### src/rtl/irq_pkg.sv
package irq_pkg;

  localparam int unsigned REG_ADDR_W   = 8;
  localparam int unsigned STAT_W       = 32;

  localparam logic [REG_ADDR_W-1:0] ADDR_STATUS = 8'h24;
  localparam logic [REG_ADDR_W-1:0] ADDR_RAISE  = 8'h60;
  localparam logic [REG_ADDR_W-1:0] ADDR_CLEAR  = 8'h64;

  localparam int unsigned CALC_SRC_BIT = 0;
  localparam int unsigned XFER_SRC_BIT = 8;

  typedef enum logic [1:0] {
    SEL_NONE,
    SEL_STATUS,
    SEL_RAISE,
    SEL_CLEAR
  } reg_sel_e;

endpackage

### src/rtl/irq_reg_decode.sv
module irq_reg_decode #(
  parameter int unsigned AW = irq_pkg::REG_ADDR_W,
  parameter logic [AW-1:0] A_STATUS = irq_pkg::ADDR_STATUS,
  parameter logic [AW-1:0] A_RAISE  = irq_pkg::ADDR_RAISE,
  parameter logic [AW-1:0] A_CLEAR  = irq_pkg::ADDR_CLEAR
) (
  input  logic          wr,
  input  logic          rd,
  input  logic [AW-1:0] addr,
  output logic          raise_stb,
  output logic          clear_stb,
  output logic          status_rd
);
  import irq_pkg::*;

  reg_sel_e sel;

  always_comb begin
    unique case (addr)
      A_STATUS: sel = SEL_STATUS;
      A_RAISE:  sel = SEL_RAISE;
      A_CLEAR:  sel = SEL_CLEAR;
      default:  sel = SEL_NONE;
    endcase
  end

  assign raise_stb = wr && (sel == SEL_RAISE);
  assign clear_stb = wr && (sel == SEL_CLEAR);
  assign status_rd = rd && (sel == SEL_STATUS);

endmodule

### src/rtl/irq_status_reg.sv
module irq_status_reg #(
  parameter int unsigned W = irq_pkg::STAT_W
) (
  input  logic         clk,
  input  logic         rst,
  input  logic [W-1:0] set_vec,
  input  logic [W-1:0] clr_vec,
  output logic [W-1:0] st_q,
  output logic         nxt_nonzero
);
  logic [W-1:0] nxt;

  for (genvar b = 0; b < W; b++) begin : g_bit
    // a set in the same cycle dominates a clear of the same bit
    assign nxt[b] = set_vec[b] | (st_q[b] & ~clr_vec[b]);

    always_ff @(posedge clk) begin
      if (rst) st_q[b] <= 1'b0;
      else     st_q[b] <= nxt[b];
    end
  end

  assign nxt_nonzero = |nxt;

endmodule

### src/rtl/irq_deliver.sv
module irq_deliver (
  input  logic clk,
  input  logic rst,
  input  logic msi_en,
  input  logic raise_evt,
  input  logic clear_evt,
  input  logic nxt_nonzero,
  output logic line_q,
  output logic msi_q
);
  logic line_set, line_clr;

  assign line_set = raise_evt && nxt_nonzero && !msi_en;
  assign line_clr = clear_evt && !nxt_nonzero && !msi_en;

  always_ff @(posedge clk) begin
    if (rst) begin
      line_q <= 1'b0;
      msi_q  <= 1'b0;
    end else begin
      msi_q <= raise_evt && nxt_nonzero && msi_en;
      if (line_set)      line_q <= 1'b1;
      else if (line_clr) line_q <= 1'b0;
    end
  end

endmodule

### src/rtl/irq_collector.sv
module irq_collector #(
  parameter int unsigned ADDR_W   = irq_pkg::REG_ADDR_W,
  parameter int unsigned DATA_W   = irq_pkg::STAT_W,
  parameter int unsigned CALC_BIT = irq_pkg::CALC_SRC_BIT,
  parameter int unsigned XFER_BIT = irq_pkg::XFER_SRC_BIT
) (
  input  logic              clk,
  input  logic              rst,
  input  logic              calc_done_i,
  input  logic              xfer_done_i,
  input  logic              reg_wr_i,
  input  logic              reg_rd_i,
  input  logic [ADDR_W-1:0] reg_addr_i,
  input  logic [DATA_W-1:0] reg_wdata_i,
  output logic [DATA_W-1:0] rd_data_o,
  input  logic              msi_en_i,
  output logic              irq_line_o,
  output logic              msi_req_o
);
  logic              raise_stb, clear_stb, status_rd;
  logic [DATA_W-1:0] hw_vec, set_vec, clr_vec, status_q;
  logic              nxt_nonzero, raise_evt;

  irq_reg_decode #(.AW(ADDR_W)) u_dec (
    .wr        (reg_wr_i),
    .rd        (reg_rd_i),
    .addr      (reg_addr_i),
    .raise_stb (raise_stb),
    .clear_stb (clear_stb),
    .status_rd (status_rd)
  );

  always_comb begin
    hw_vec           = '0;
    hw_vec[CALC_BIT] = calc_done_i;
    hw_vec[XFER_BIT] = hw_vec[XFER_BIT] | xfer_done_i;
  end

  assign set_vec   = hw_vec | (raise_stb ? reg_wdata_i : '0);
  assign clr_vec   = clear_stb ? reg_wdata_i : '0;
  assign raise_evt = raise_stb | calc_done_i | xfer_done_i;

  irq_status_reg #(.W(DATA_W)) u_st (
    .clk         (clk),
    .rst         (rst),
    .set_vec     (set_vec),
    .clr_vec     (clr_vec),
    .st_q        (status_q),
    .nxt_nonzero (nxt_nonzero)
  );

  irq_deliver u_dlv (
    .clk         (clk),
    .rst         (rst),
    .msi_en      (msi_en_i),
    .raise_evt   (raise_evt),
    .clear_evt   (clear_stb),
    .nxt_nonzero (nxt_nonzero),
    .line_q      (irq_line_o),
    .msi_q       (msi_req_o)
  );

  always_ff @(posedge clk) begin
    if (rst)           rd_data_o <= '0;
    else if (reg_rd_i) rd_data_o <= status_rd ? status_q : '0;
  end

endmodule

### config.mk
export PLATFORM = sky130hd
export DESIGN_NAME = irq_collector
export DESIGN_NICKNAME = d
export VERILOG_FILES = /design/src/rtl/irq_pkg.sv /design/src/rtl/irq_reg_decode.sv /design/src/rtl/irq_status_reg.sv /design/src/rtl/irq_deliver.sv /design/src/rtl/irq_collector.sv
export SDC_FILE = /design/constraint.sdc
export NUM_CORES = 1
export LEC_CHECK = 0
export CORE_MARGIN = 2
export CORE_UTILIZATION = 40
export CTS_CLUSTER_SIZE = 14
export DETAILED_ROUTE_END_ITERATION = 16
export DONT_BUFFER_PORTS = 1
export GPL_TIMING_DRIVEN = 0
export SETUP_SLACK_MARGIN = 0.2
export SLEW_MARGIN = 30
export SYNTH_ARGS = -nofsm -noshare
export SYNTH_HDL_FRONTEND = slang
export SYNTH_SLANG_ARGS = --single-unit
### constraint.sdc
create_clock -name clk -period 3 [get_ports clk]
set_clock_uncertainty 0.2 [all_clocks]
set_input_delay 0.6 -clock clk [delete_from_list [all_inputs] [get_ports clk]]
set_output_delay 0.6 -clock clk [all_outputs]
set_load 0.02 [all_outputs]
## Word-level counts from Yosys, hierarchy flattened

Index checks and enable logic that the tools add are counted.

| operators by class | value |
|---|---|
| eq/ne operators | 6 |
| muxes and demuxes | 6 |
| bitwise operators | 99 |
| reduce and logical (&&, ||, !) cells | 12 |

Operators with widths:

| operator | number |
|---|---|
| 32-bit 2-to-1 mux | 3 |
| 1-bit bitwise OR | 34 |
| 1-bit AND | 32 |
| 1-bit NOT | 32 |
| 9-bit by 32-bit bitwise OR with 32-bit output | 1 |
| 32-bit OR reduction | 1 |
| 8-bit by 7-bit == test with 1-bit output, second input constant | 2 |
| 8-bit by 6-bit == test with 1-bit output, second input constant | 1 |
| 1-bit logical AND | 8 |
| 2-bit case mux with 3 select lines | 1 |
| 2-bit == test, second input constant | 2 |
| 2-bit by 1-bit == test with 1-bit output, second input constant | 1 |
| 1-bit zero test | 2 |
| 1-bit 2-to-1 mux | 2 |
| 2-bit nonzero test | 1 |

| word-level totals | value |
|---|---|
| register bits after elaboration | 66 |
| input port bits | 47 |
| output and inout bits | 34 |
| logic and storage cells | 158 |

## Logic depth before layout (Yosys ltp)

| logic depth | value |
|---|---|
| depth in word-level cells | 14 |
| gate-level depth with buffers | 9 |
| gate-level depth less buffers | 6 |

## By module

Synthesis repeated with hierarchy kept, for this count alone.

| second synthesis, totals | value |
|---|---|
| cell total of the unflattened synthesis | 370 |
| area, all modules | 3047.9 um^2 |

By module, submodules not included:

| module | instances | cells each | area an instance (um^2) | sequential area each (um^2) |
|---|---|---|---|---|
| irq_collector | 1 | 212 | 1724.2 | 640.6 |
| irq_status_reg | 1 | 142 | 1162.4 | 640.6 |
| irq_deliver | 1 | 8 | 95.1 | 40.0 |
| irq_reg_decode | 1 | 8 | 66.3 | 0.0 |

## Least setup slack after synthesis

Ideal clock, no wire load.

| timing path | value |
|---|---|
| path type | input -> register |
| start | input port reg_addr_i[4] |
| end | register u_dlv.line_q |
| library setup time | 0.134 ns |
| arrival | 2.257 ns |
| data required time | 2.666 ns |
| slack | 0.410 ns |
| cell stages on the path | 8 |
| buffers on the path | 2 |
| cells stage by stage | or4b_1 or3_1 buf_2 buf_6 o32ai_1 nand4_1 nor3_2 a311oi_1 |

| between the ends | value |
|---|---|
| longest elaborated chain between the ends | 13 |
| elaborated cells between the ends (all ways) | 117 |
| classes of those cells | eq/ne: 5; mux: 4; bitwise: 99; reduce/logical: 9 |

RTL lines:

| element | line | RTL |
|---|---|---|
| start: declaration | irq_collector.sv:13 | `input logic [ADDR_W-1:0] reg_addr_i,` |
| 8-bit by 7-bit == test with 1-bit output / 8-bit by 6-bit == test with 1-bit output (equally long branches) | irq_reg_decode.sv:19 | `unique case (addr)` |
| 2-bit case mux with 3 select lines * | irq_reg_decode.sv:19 |  |
| 2-bit == test | irq_reg_decode.sv:28 | `assign clear_stb = wr && (sel == SEL_CLEAR);` |
| 1-bit logical AND | irq_reg_decode.sv:28 |  |
| 32-bit 2-to-1 mux | irq_collector.sv:40 | `assign clr_vec = clear_stb ? reg_wdata_i : '0;` |
| 1-bit NOT | irq_status_reg.sv:15 | `assign nxt[b] = set_vec[b] \| (st_q[b] & ~clr_vec[b]);` |
| 1-bit AND | irq_status_reg.sv:15 |  |
| 1-bit bitwise OR | irq_status_reg.sv:15 |  |
| 32-bit OR reduction | irq_status_reg.sv:23 | `assign nxt_nonzero = \|nxt;` |
| 1-bit zero test | irq_deliver.sv:14 | `assign line_clr = clear_evt && !nxt_nonzero && !msi_en;` |
| 1-bit logical AND (2 in a row) | irq_deliver.sv:14 |  |
| 2-bit nonzero test (no source line) | -- |  |
| end signal: assignment | irq_deliver.sv:18 | `line_q <= 1'b0;` |
| end signal: assignment | irq_deliver.sv:22 | `if (line_set) line_q <= 1'b1;` |
| end signal: assignment | irq_deliver.sv:23 | `else if (line_clr) line_q <= 1'b0;` |
| end: declaration | irq_deliver.sv:8 | `output logic line_q,` |

Mark *: on every way between the ends. The rest lies on a longest branch, timed or not.
A chain may end at the register's enable or synchronous reset.

## Worst setup path in the final report

Ends and elaborated chain as after synthesis.

==> flow_metrics.tcl <==
set metrics [dict create \
    dr.pass1.iters 5 \
    synth-simple-area-share_pct 30.7 \
    num-nets-final 457 \
    syn-num-nets 446 \
    fin_setup_tns_ns 0 \
    clk_latency_ns 0.35 \
    critPathKind "primary input to flip-flop" \
    cts.sinks 66 \
    die_y_um 92.9 \
    yosys_warnings 0 \
    avgSynthCellArea_sq_um 7.92 \
    cts-root-buf "clkbuf_8" \
    synth_compound_area_share_pct 14.4 \
    slew_headroom_pct 55.7 \
    ys_types 28 \
    initialDrtViolationCount 150 \
    ioPinCount 81 \
    worstPathRequired_ns 3.02 \
    irDropWorstVdd_uv 271 \
    cpMaxStageDelayCell "or4b_1" \
    clock_path_buffers 2 \
    grt_pass1_wl_mm 14.1 \
    period_share_pct 88.1 \
    core_area_sq_um 7690 \
    crit_arrival_ns 2.66 \
    synth_fa_ha_area_share_pct 0 \
    drt_wl_total_mm 8.86 \
    synth_xor_area_share_pct 0 \
    grt_antenna_before_repair 0 \
    path_cells "or4b_1 -> or3_1 -> buf_2 -> buf_6 -> o32ai_1 -> nand4_1 -> nor3_1 -> a311oi_1" \
    p_per_area_nw_per_um2 502 \
    rsz0062_at_grt "no" \
    cts-resized-gates 0 \
    antennaDiodeCount 0 \
    synthMuxAreaShare_pct 8.86 \
    syn_inst 399 \
    path_buf_inv 2 \
    drv_cap 0 \
    wl_per_cell_um 17.2 \
    min-delay-path-class "primary input to flip-flop" \
    drv_slew 0 \
    clk_pin_slew_worst_paths_ns 0.07 \
    worst_slew_pin_slew_ns 0.663 \
    yosys-top-cells-area "dfxtp_1 (42%), nor2_1 (9.4%), nor2b_1 (9.1%)" \
    cp_top_family "simple AND/OR/NAND/NOR gates" \
    initial_core_util_pct 41.1 \
    r2r_start "u_st.st_q[6]$_SDFF_PP0_" \
    ctsHtreeMaxLevel 3 \
    status "finished clean" \
    numPortBuffers 0 \
    cts_made_buffers 9 \
    viasPerCell 5.42 \
    grt_max_degree 11 \
    hpwlAfterDp_mm 6.40 \
    crit_start "reg_addr_i[4]" \
    crit_path_max_incr_delay_ns 0.55 \
    final_cell_mix "nor2_1 (79), dfxtp_1 (66), a21oi_1 (51)" \
    crit_path_max_fanout 10 \
    finalCriticalPeriod_ns 2.64 \
    synth_top_area_share_pct 41.8 \
    fmax_ghz 0.378 \
    synth_top_family_by_area "simple AND/OR/NAND/NOR gates" \
    ys_seq_area_share_pct 41.8 \
    setup_viol 0 \
    hold_viol_final 0 \
    startpoint_type "primary input" \
    dieArea_sq_um 8630 \
    die_x_um 92.9 \
    leakage_nw 1.40 \
    ant_nets 0 \
    cts_tree "done" \
    first_global_vias 2806 \
    postCtsSetupRepairBufs 0 \
    syn_to_final_growth_pct 10.5 \
    layout_commonest_cell "nor2_1" \
    postSynthRegisterBits 66 \
    hold_start "xfer_done_i" \
    drc_errors 0 \
    num_rows 32 \
    place.gp.congestion 0.824 \
    overflow 0 \
    synth_top_area_cell "dfxtp_1" \
    grtUsageTotal_pct 21.5 \
    utilization_pct 45.5 \
    holdBufCountCts 0 \
    drive_above_1_share_pct 6.04 \
    synth_area_sq_um 3160 \
    num_vias 2797 \
    end_kind "flip-flop" \
]
synthesized netlist by cell type:
master,number
nand4bb_1,1
or4b_1,1
nor4b_2,1
dfxtp_1,66
nand2b_1,15
or3_1,1
a211o_1,1
o32ai_1,14
nor3_1,16
o31a_1,2
a21oi_1,51
nor2b_1,46
nand3b_1,1
mux2i_1,28
clkbuf_1,19
nand4_1,3
nor2_2,1
inv_1,5
o41ai_1,1
o21ai_0,2
nor2_1,79
a311oi_1,3
a211oi_1,1
or3b_1,1
buf_2,6
nand2_1,32
buf_6,1
nor3_2,1
sequential cells by signal (all words and copies together), names as in the netlist:
| register | flops |
|---|---|
| u_st.st_q | 32 |
| u_dlv.line_q | 1 |
| rd_data_o | 32 |
| u_dlv.msi_q | 1 |
cells by family (layout without fill, tap and decap cells):
family                 count (synthesis)  count (layout)
AO/OA/AOI/OAI                         75              75
AND/OR/NAND/NOR                      199             199
buffers and inverters                 31              46
flip-flops                            66              66
multiplexers                          28              28
where the power goes:
group	switching [W]	leakage [nW]	internal (W)	total (W)
logic	0.0000510	0.767	0.0000300	0.0000809
clock network	0.000339	0.106	0.000446	0.000785
registers	0.00000622	0.533	0.000881	0.000887
total	0.000396	1.40	0.00136	0.00175
layer usage:
metal | track usage, % | vias up | share of wire, %
met5 | 0 | - | 0
met4 | 8.33 | 0 | 1.8
met3 | 7.65 | 14 | 8.3
met2 | 36.5 | 100 | 49
met1 | 24.7 | 1309 | 41
li1 | - | 1374 | -
cell type report:
cell class                      instances  area (sq um)
Fill cell                             801          4190
Tap cell                              102           128
Clock buffer                           13           169
Buffer                                 26           114
Clock inverter                          2          35.0
Inverter                                5          18.8
Multi-Input combinational cell        302          1710
Sequential cell                        66          1320
path summary, 6_finish.rpt:
kind | end | cells past startpoint | slack (ns)
max | u_dlv.line_q$_SDFFE_PP0P_ | 8 | 0.36
min | u_st.st_q[8]$_SDFF_PP0_ | 2 | 0.19
max reg2reg | u_dlv.line_q$_SDFFE_PP0P_ | 4 | 1.28
min reg2reg | u_st.st_q[19]$_SDFF_PP0_ | 2 | 0.30
worst reg2reg max path, stage by stage (launching register included):
cell and delay (ns):
dfxtp_1 0.34, o32ai_1 0.46, nand4_1 0.17, nor3_1 0.26, a311oi_1 0.15
through the flow:
stage | hold slack, ns | instance area [sq um] | instances | worst slack, ns | power, W
after floorplan | 0.255 | 3160 | 399 | 0.410 | 0.000967
after global placement | 0.290 | 3290 | 501 | -0.0657 | 0.000987
after detailed placement | 0.284 | 3290 | 501 | -0.133 | 0.000988
after CTS | 0.180 | 3490 | 516 | 0.250 | 0.00177
after global routing | 0.195 | 3490 | 516 | 0.294 | 0.00181
final | 0.185 | 3490 | 516 | 0.356 | 0.00175
No activity file was read; power rests on OpenSTA's default activity.
